File: config.mk
export PLATFORM = sky130hd
export DESIGN_NAME = pbus_host_port
export DESIGN_NICKNAME = d
export VERILOG_FILES = /design/src/rtl/pbus_pkg.sv /design/src/rtl/pbus_sync.sv /design/src/rtl/pbus_rd_fmt.sv /design/src/rtl/pbus_wr_ctrl.sv /design/src/rtl/pbus_host_port.sv
export SDC_FILE = /design/constraint.sdc
export NUM_CORES = 1
export LEC_CHECK = 0
export BUFFER_PORTS_ARGS = -buffer_cell sky130_fd_sc_hd__buf_2
export CAP_MARGIN = 15
export CORE_ASPECT_RATIO = 1.1
export CORE_UTILIZATION = 48
export DETAILED_ROUTE_END_ITERATION = 16
export PLACE_DENSITY = 0.77
export SYNTH_ARGS = -nofsm -noshare
export SYNTH_HDL_FRONTEND = slang
export SYNTH_SLANG_ARGS = --single-unit
File: constraint.sdc
create_clock -name clk -period 1.56 [get_ports clk]
set_clock_uncertainty 0.15 [all_clocks]
set_input_delay 0.156 -clock clk [delete_from_list [all_inputs] [get_ports clk]]
set_output_delay 0.156 -clock clk [all_outputs]
set_load 0.01 [all_outputs]
File: src/rtl/pbus_pkg.sv
package pbus_pkg;
   localparam int BUS_W  = 12;
   localparam int BYTE_W = 8;
   localparam int CH_W   = 2;
   typedef logic [BUS_W-1:0]  bus_t;
   typedef logic [BYTE_W-1:0] byte_t;
endpackage

File: src/rtl/pbus_sync.sv
module pbus_sync #(
   parameter int          STAGES  = 2,
   parameter int          W       = 1,
   parameter logic [W-1:0] RST_VAL = '1
) (
   input  logic         clk,
   input  logic         rst_n,
   input  logic [W-1:0] din,
   output logic [W-1:0] dout
);
   generate
      if (STAGES < 1) begin : g_bad
         $error("pbus_sync: STAGES must be at least 1");
      end
   endgenerate

   logic [W-1:0] chain [STAGES];

   always_ff @(posedge clk or negedge rst_n) begin
      if (!rst_n) begin
         for (int i = 0; i < STAGES; i++) chain[i] <= RST_VAL;
      end else begin
         chain[0] <= din;
         for (int i = 1; i < STAGES; i++) chain[i] <= chain[i-1];
      end
   end

   assign dout = chain[STAGES-1];
endmodule

File: src/rtl/pbus_rd_fmt.sv
module pbus_rd_fmt
   import pbus_pkg::*;
#(
   parameter int RES_BITS = 12
) (
   input  logic [RES_BITS-1:0] res,
   input  logic [CH_W-1:0]     chan,
   input  logic                word_mode,
   input  logic                hi_sel,
   input  logic                oe,
   output bus_t                d_out
);
   localparam int PAD = BUS_W - RES_BITS;

   bus_t just;

   generate
      if (PAD == 0) begin : g_full
         assign just = res;
      end else begin : g_left
         assign just = {res, {PAD{1'b0}}};
      end
   endgenerate

   always_comb begin
      d_out = '0;
      if (oe) begin
         if (word_mode)   d_out = just;
         else if (hi_sel) d_out = {4'b0, 2'b0, chan, just[BUS_W-1:BYTE_W]};
         else             d_out = {4'b0, just[BYTE_W-1:0]};
      end
   end
endmodule

File: src/rtl/pbus_wr_ctrl.sv
module pbus_wr_ctrl
   import pbus_pkg::*;
(
   input  logic clk,
   input  logic rst_n,
   input  logic act,
   input  bus_t data,
   input  logic wmode,
   output bus_t ctrl,
   output logic load,
   output logic err
);
   bus_t  wdat;
   logic  wm, pend;
   byte_t stage;

   always_ff @(posedge clk or negedge rst_n) begin
      if (!rst_n) begin
         wdat  <= '0;
         wm    <= 1'b1;
         pend  <= 1'b0;
         stage <= '0;
         ctrl  <= '0;
         load  <= 1'b0;
         err   <= 1'b0;
      end else begin
         load <= 1'b0;
         if (act) begin
            wdat <= data;
            wm   <= wmode;
            pend <= 1'b1;
         end else if (pend) begin
            pend <= 1'b0;
            if (wm) begin
               ctrl <= wdat;
               load <= 1'b1;
            end else if (!wdat[BYTE_W]) begin
               stage <= wdat[BYTE_W-1:0];
            end else begin
               ctrl <= {wdat[3:0], stage};
               load <= 1'b1;
               if (|wdat[7:4]) err <= 1'b1;
            end
         end
      end
   end
endmodule

File: src/rtl/pbus_host_port.sv
module pbus_host_port
   import pbus_pkg::*;
#(
   parameter int RES_BITS    = 12,
   parameter int SYNC_STAGES = 2
) (
   input  logic                clk,
   input  logic                rst_n,
   input  logic                cs_n,
   input  logic                rd_n,
   input  logic                wr_n,
   input  logic                word_mode,
   input  logic [11:0]         d_in,
   output logic [11:0]         d_out,
   output logic                d_oe,
   input  logic [RES_BITS-1:0] res_data,
   input  logic [1:0]          res_chan,
   output logic [11:0]         ctrl_word,
   output logic                ctrl_load,
   output logic                hi_err
);
   generate
      if (RES_BITS != 12 && RES_BITS != 10) begin : g_bad_res
         $error("pbus_host_port: RES_BITS must be 10 or 12");
      end
      if (SYNC_STAGES < 2) begin : g_bad_sync
         $error("pbus_host_port: SYNC_STAGES must be at least 2");
      end
   endgenerate

   localparam int SNAP_W = RES_BITS + CH_W;

   logic [2:0] strb_s;
   logic       cs_s, rd_s, wr_s;
   logic [BUS_W:0] dly_in;

   pbus_sync #(.STAGES(SYNC_STAGES), .W(3), .RST_VAL(3'b111)) u_strb (
      .clk(clk), .rst_n(rst_n), .din({cs_n, rd_n, wr_n}), .dout(strb_s));
   assign {cs_s, rd_s, wr_s} = strb_s;

   pbus_sync #(.STAGES(SYNC_STAGES), .W(BUS_W+1), .RST_VAL('0)) u_dly (
      .clk(clk), .rst_n(rst_n), .din({word_mode, d_in}), .dout(dly_in));

   logic rd_act_s, wr_act_s;
   assign rd_act_s = !cs_s && !rd_s;
   assign wr_act_s = !cs_s && !wr_s;

   logic [SNAP_W-1:0] snap;
   always_ff @(posedge clk or negedge rst_n) begin
      if (!rst_n)         snap <= '0;
      else if (!rd_act_s) snap <= {res_chan, res_data};
   end

   assign d_oe = !cs_n && !rd_n;

   pbus_rd_fmt #(.RES_BITS(RES_BITS)) u_fmt (
      .res(snap[RES_BITS-1:0]), .chan(snap[SNAP_W-1:RES_BITS]),
      .word_mode(word_mode), .hi_sel(d_in[BYTE_W]), .oe(d_oe), .d_out(d_out));

   pbus_wr_ctrl u_wr (
      .clk(clk), .rst_n(rst_n), .act(wr_act_s),
      .data(dly_in[BUS_W-1:0]), .wmode(dly_in[BUS_W]),
      .ctrl(ctrl_word), .load(ctrl_load), .err(hi_err));
endmodule

* Word level (Yosys, flattened, before mapping)
Index checks and enable logic that the tools add are counted.
** Operators by class
- Bitwise gates (word level) :: 3
- Reduce and logical (&&, ||, !) cells :: 13
- Mux-type cells :: 10
** Operators by type and width (number)
- 12-bit two-way mux :: 4
- 8-bit two-way mux :: 1
- 1-bit logical NOT :: 5
- 1-bit two-way mux :: 5
- 5-bit AND reduction :: 1
- 4-bit AND reduction :: 1
- 4-bit OR reduction :: 1
- 1-bit logical AND :: 3
- 1-bit NOT :: 3
- 3-bit AND reduction :: 1
- 2-bit nonzero test :: 1
** Storage, ports and cells
- Logic and storage cells :: 38
- Output and inout bits :: 27
- Bits in registers :: 82
- Bits of input ports :: 32

* Logic depth before layout (Yosys ltp)
- Depth after elaboration :: 4
- Gate-level depth with buffers :: 5
- Depth with buffers taken out :: 3

* By module
Synthesis repeated with hierarchy kept, for this count alone.
** Second synthesis, totals
- Cell total of the unflattened synthesis :: 202
- Area, all modules :: 3206.8 µm²
** Modules (own cells, without submodules)
- pbus_wr_ctrl :: seq. area each 902.1 µm², area an instance 1512.7 µm², cells an instance 94, times used 1
- pbus_sync (u_dly) :: seq. area each 650.6 µm², area an instance 748.2 µm², cells an instance 39, times used 1
- pbus_host_port :: seq. area each 350.3 µm², area an instance 584.3 µm², cells an instance 32, times used 1
- pbus_rd_fmt :: seq. area each 0.0 µm², area an instance 181.4 µm², cells an instance 28, times used 1
- pbus_sync (u_strb) :: seq. area each 157.7 µm², area an instance 180.2 µm², cells an instance 9, times used 1

* Worst setup path after synthesis
No wires, ideal clock.
- Path type :: register -> register
- From :: reg u_strb.chain (netlist bit u_strb.dout[2])
- To :: reg u_wr.stage[0]
- Setup slack :: -0.085 ns
- Arrival :: 1.370 ns
- Cell stages (with the launch flop) :: 5
- Buffers on the path :: 1
- Cell sequence :: dfstp_2 > o21ai_0 > or3_1 > buf_6 > mux2_4
** On the way
- Longest elaborated chain between the ends :: 4
** Ends and longest elaborated chain
- start, declared :: line pbus_sync.sv:17 : logic [W-1:0] chain [STAGES];
- 1-bit logical NOT :: line pbus_host_port.sv:46 : assign wr_act_s = !cs_s && !wr_s;
- 1-bit logical AND :: line pbus_host_port.sv:46
- 1-bit NOT (no source line)
- 4-bit AND reduction (no source line)
- end signal, assigned :: line pbus_wr_ctrl.sv:38 : stage <= wdat[BYTE_W-1:0];
- end, declared :: line pbus_wr_ctrl.sv:15 : byte_t stage;
Every way passes these cells.
A chain may end at the register's enable or synchronous reset.

* Final worst setup path
- From :: reg u_strb.chain (netlist bit u_strb.dout[2])
- To :: reg u_wr.stage[2]
The elaborated chain is that of the path after synthesis.

==> flow_summary.json <==
{
  "post-route-cell-area_um2": 3950,
  "timing.final.hold_violations": 0,
  "synthDistinctLibCells": 22,
  "violated_checks": "negative setup slack",
  "min_period_over_period_pct": 103,
  "routed_wl_mm": 5.25,
  "layout.cells.most_common_list": "sky130_fd_sc_hd__dfrtp_1, sky130_fd_sc_hd__buf_2, sky130_fd_sc_hd__dlygate4sd3_1",
  "postSynthAreaPerCell_um2": 14.8,
  "cp-end-kind": "register",
  "max_freq_mhz": 623,
  "antennaDiodeCount": 0,
  "clock_latency_ns": 0.33,
  "drt-vias-per-instance": 4.82,
  "vdd_ir_drop_max_v": 0.000726,
  "place_area_um2": 3410,
  "path_clk_slew_ns": 0.08,
  "drt-wirelength-per-cell_um": 13.6,
  "p_sw_mw": 1.28,
  "critPathRequiredTime_ns": 1.64,
  "dieWidth_um": 76.8,
  "grt_pass1_vias": 1977,
  "cp-start-kind": "register",
  "seq_area_frac_synth_pct": 69.8,
  "pwr-share-seq_pct": 51.5,
  "layout.nets": 335,
  "tritoncts.num_buffers": 9,
  "drt.antenna.violating_nets": 0,
  "core_area_um2": 5840,
  "timing.setup.critical_path_class": "register to register",
  "synth.yosys.warnings": 0,
  "detail_route.first_pass.iterations": 3,
  "cell_internal_pwr_mw": 3.93,
  "drive_above_1_share_pct": 42.5,
  "mapped_nets": 231,
  "number_of_buffers_added_on_ports": 58,
  "postLayoutSetupSlackWorst_ns": -0.0461,
  "finalSetupTns_ns": -0.337,
  "route.detailed.drc": 0,
  "period_minus_ws_final_ns": 1.61,
  "dp.final_hpwl_mm": 3.38,
  "hold_class": "input port to async pin",
  "start_util_pct": 50.5,
  "grt_pass1_wl_mm": 8.91,
  "p_sw_share_pct": 24.6,
  "fp.dieH_um": 84.2,
  "share_comb_of_total_power_pct": 16.9,
  "cts_tree": "yes",
  "grt_use_total_pct": 18.2,
  "finalPower_mw": 5.21,
  "drv_slew": 0,
  "layout.cells.most_common": "sky130_fd_sc_hd__dfrtp_1",
  "grt_overflow": 0,
  "syn-cell-area_um2": 2950,
  "routabilityCongestion": 0.672,
  "clockBufferDepth": 2,
  "power.share.clock_pct": 31.6,
  "top_level_ports": 59,
  "cp_max_fo": 8,
  "fraction_of_synthesized_cell_area_taken_by_the_top_area_cell_type_pct": 63.6,
  "syn2layout_area_growth_pct": 33.7,
  "rows": 29,
  "ctsHtreeMaxLevel": 3,
  "setup_repair_after_global_routing_missed_its_margin": "yes",
  "layout.area.seq_um2": 2060,
  "design.die.area_um2": 6460,
  "via_count": 1854,
  "outcome": "finished, violations left",
  "critical_path_arrival_ns": 1.68,
  "place_ws_ns": -0.126,
  "finalSetupViolCount": 8,
  "max_slew_margin_pct": 71.7,
  "synthCells": 199,
  "filler_cell_count": 414,
  "netlist.top_cell.by_area": "sky130_fd_sc_hd__dfrtp_1",
  "grt_start_max_net_pins": 37,
  "power.leakage_nw": 1.93,
  "cap_viol_max_count": 0,
  "drt_iter0_markers": 79,
  "cts_sinks": 82,
  "clockRootBuffer": "sky130_fd_sc_hd__clkbuf_8",
  "powerDensity_nw_per_um2": 1320,
  "post_synth_main_area_contributors": "sky130_fd_sc_hd__dfrtp_1, sky130_fd_sc_hd__mux2_2, sky130_fd_sc_hd__dfstp_2",
  "grt_antenna_before_repair": 0,
  "multiInputGateArea_um2": 836,
  "worst_slew_pin_slew_ns": 0.423,
  "ff2ff_setup_slack_ns": -0.05,
  "yosys_register_bits": 82
}
==> synth_stat cells (all sizes together) <==
master / n
or3: 1
inv: 2
nand2: 24
nor4: 1
nor3: 1
nor2b: 1
nand2b: 1
o221ai: 1
dfrtp: 75
dfstp: 7
buf: 7
and3: 6
mux2: 35
clkbuf: 2
nor2: 2
or2: 1
a21oi: 6
o21ai: 13
a21o: 1
mux2i: 12
==> worst max-delay path: stages (launching register included) <==
cell and delay [ns]:
sky130_fd_sc_hd__dfstp_2 0.54, sky130_fd_sc_hd__o21ai_2 0.06, sky130_fd_sc_hd__or3_4 0.42, sky130_fd_sc_hd__mux2_4 0.32
==> state kept, by name, indices dropped and copies added (netlist names) <==
register / count
u_strb.chain: 3
u_strb.dout: 3
u_wr.wm: 1
u_dly.chain: 13
u_dly.dout: 13
u_wr.wdat: 12
u_wr.err: 1
u_wr.load: 1
u_wr.stage: 8
u_wr.ctrl: 12
snap: 14
u_wr.pend: 1
==> logic make-up after synthesis <==
kind of cell / Yosys count / share of synthesized area (%)
buf+inv: 11 / 2.12
simple gates: 38 / 5.81
flops: 82 / 69.8
mux: 47 / 18.4
compound gates: 21 / 3.77
==> final cells by class <==
type | instances | share of cell area, %
clock inverter | 5 | 1.97
inverter | 2 | 0.190
multi-input combinational | 106 | 21.2
clock buffer | 11 | 3.58
timing repair buffer | 102 | 18.4
tap | 77 | 2.44
sequential | 82 | 52.2
==> stage by stage <==
stage	hold slack, ns	instances	utilization, %
final	0.126	385	67.5
after floorplan	-0.290	199	-
after global routing	0.154	385	67.5
after CTS	0.129	386	67.6
after detailed placement	-0.0411	338	58.3
after global placement	-0.0451	338	58.3
==> repair_timing <==
| action | in CTS | in global routing |
|---|---|---|
| buffers inserted | 1 | 0 |
| hold buffers | 31 | 0 |
| gates resized for setup | 2 | 1 |
| endpoints found under the hold margin | 107 | 0 |
| setup endpoints to repair | 8 | 8 |
==> worst paths after layout <==
| check | startpoint | depth (start not counted) | end |
|---|---|---|---|
| hold / removal | rst_n | 2 | snap[9]$_DFFE_PN0N_ |
| hold reg to reg | u_dly.chain[25]$_DFF_PN0_ | 0 | u_dly.dout[12]$_DFF_PN0_ |
| setup reg to reg | u_strb.dout[2]$_DFF_PN1_ | 3 | u_wr.stage[2]$_DFFE_PN0P_ |
| setup / recovery | u_strb.dout[2]$_DFF_PN1_ | 3 | u_wr.stage[2]$_DFFE_PN0P_ |
| min in group clk | u_dly.chain[25]$_DFF_PN0_ | 0 | u_dly.dout[12]$_DFF_PN0_ |
| max in group asynchronous | rst_n | 3 | u_strb.dout[0]$_DFF_PN1_ |
==> power groups by stage <==
stage	clock network [mW]	registers, mW	logic [mW]
4_1_cts	1.68	2.68	0.891
6_report	1.64	2.68	0.880
5_1_grt	1.78	2.72	0.978
3_5_place_dp	0	2.72	0.827
2_1_floorplan	0	2.72	0.463
3_3_place_gp	0	2.69	0.802
==> layer usage <==
| metal | vias up | GRT usage, % | wire length [µm] | share of wire (%) |
|---|---|---|---|---|
| li1 | 886 | - | - | - |
| met5 | - | 0 | 0 | 0 |
| met2 | 50 | 30.6 | 2690 | 51 |
| met4 | 0 | 8.92 | 94 | 1.8 |
| met3 | 8 | 4.67 | 223 | 4.3 |
| met1 | 910 | 21.7 | 2240 | 43 |
Note: power is estimated with default switching activity, not from simulation.
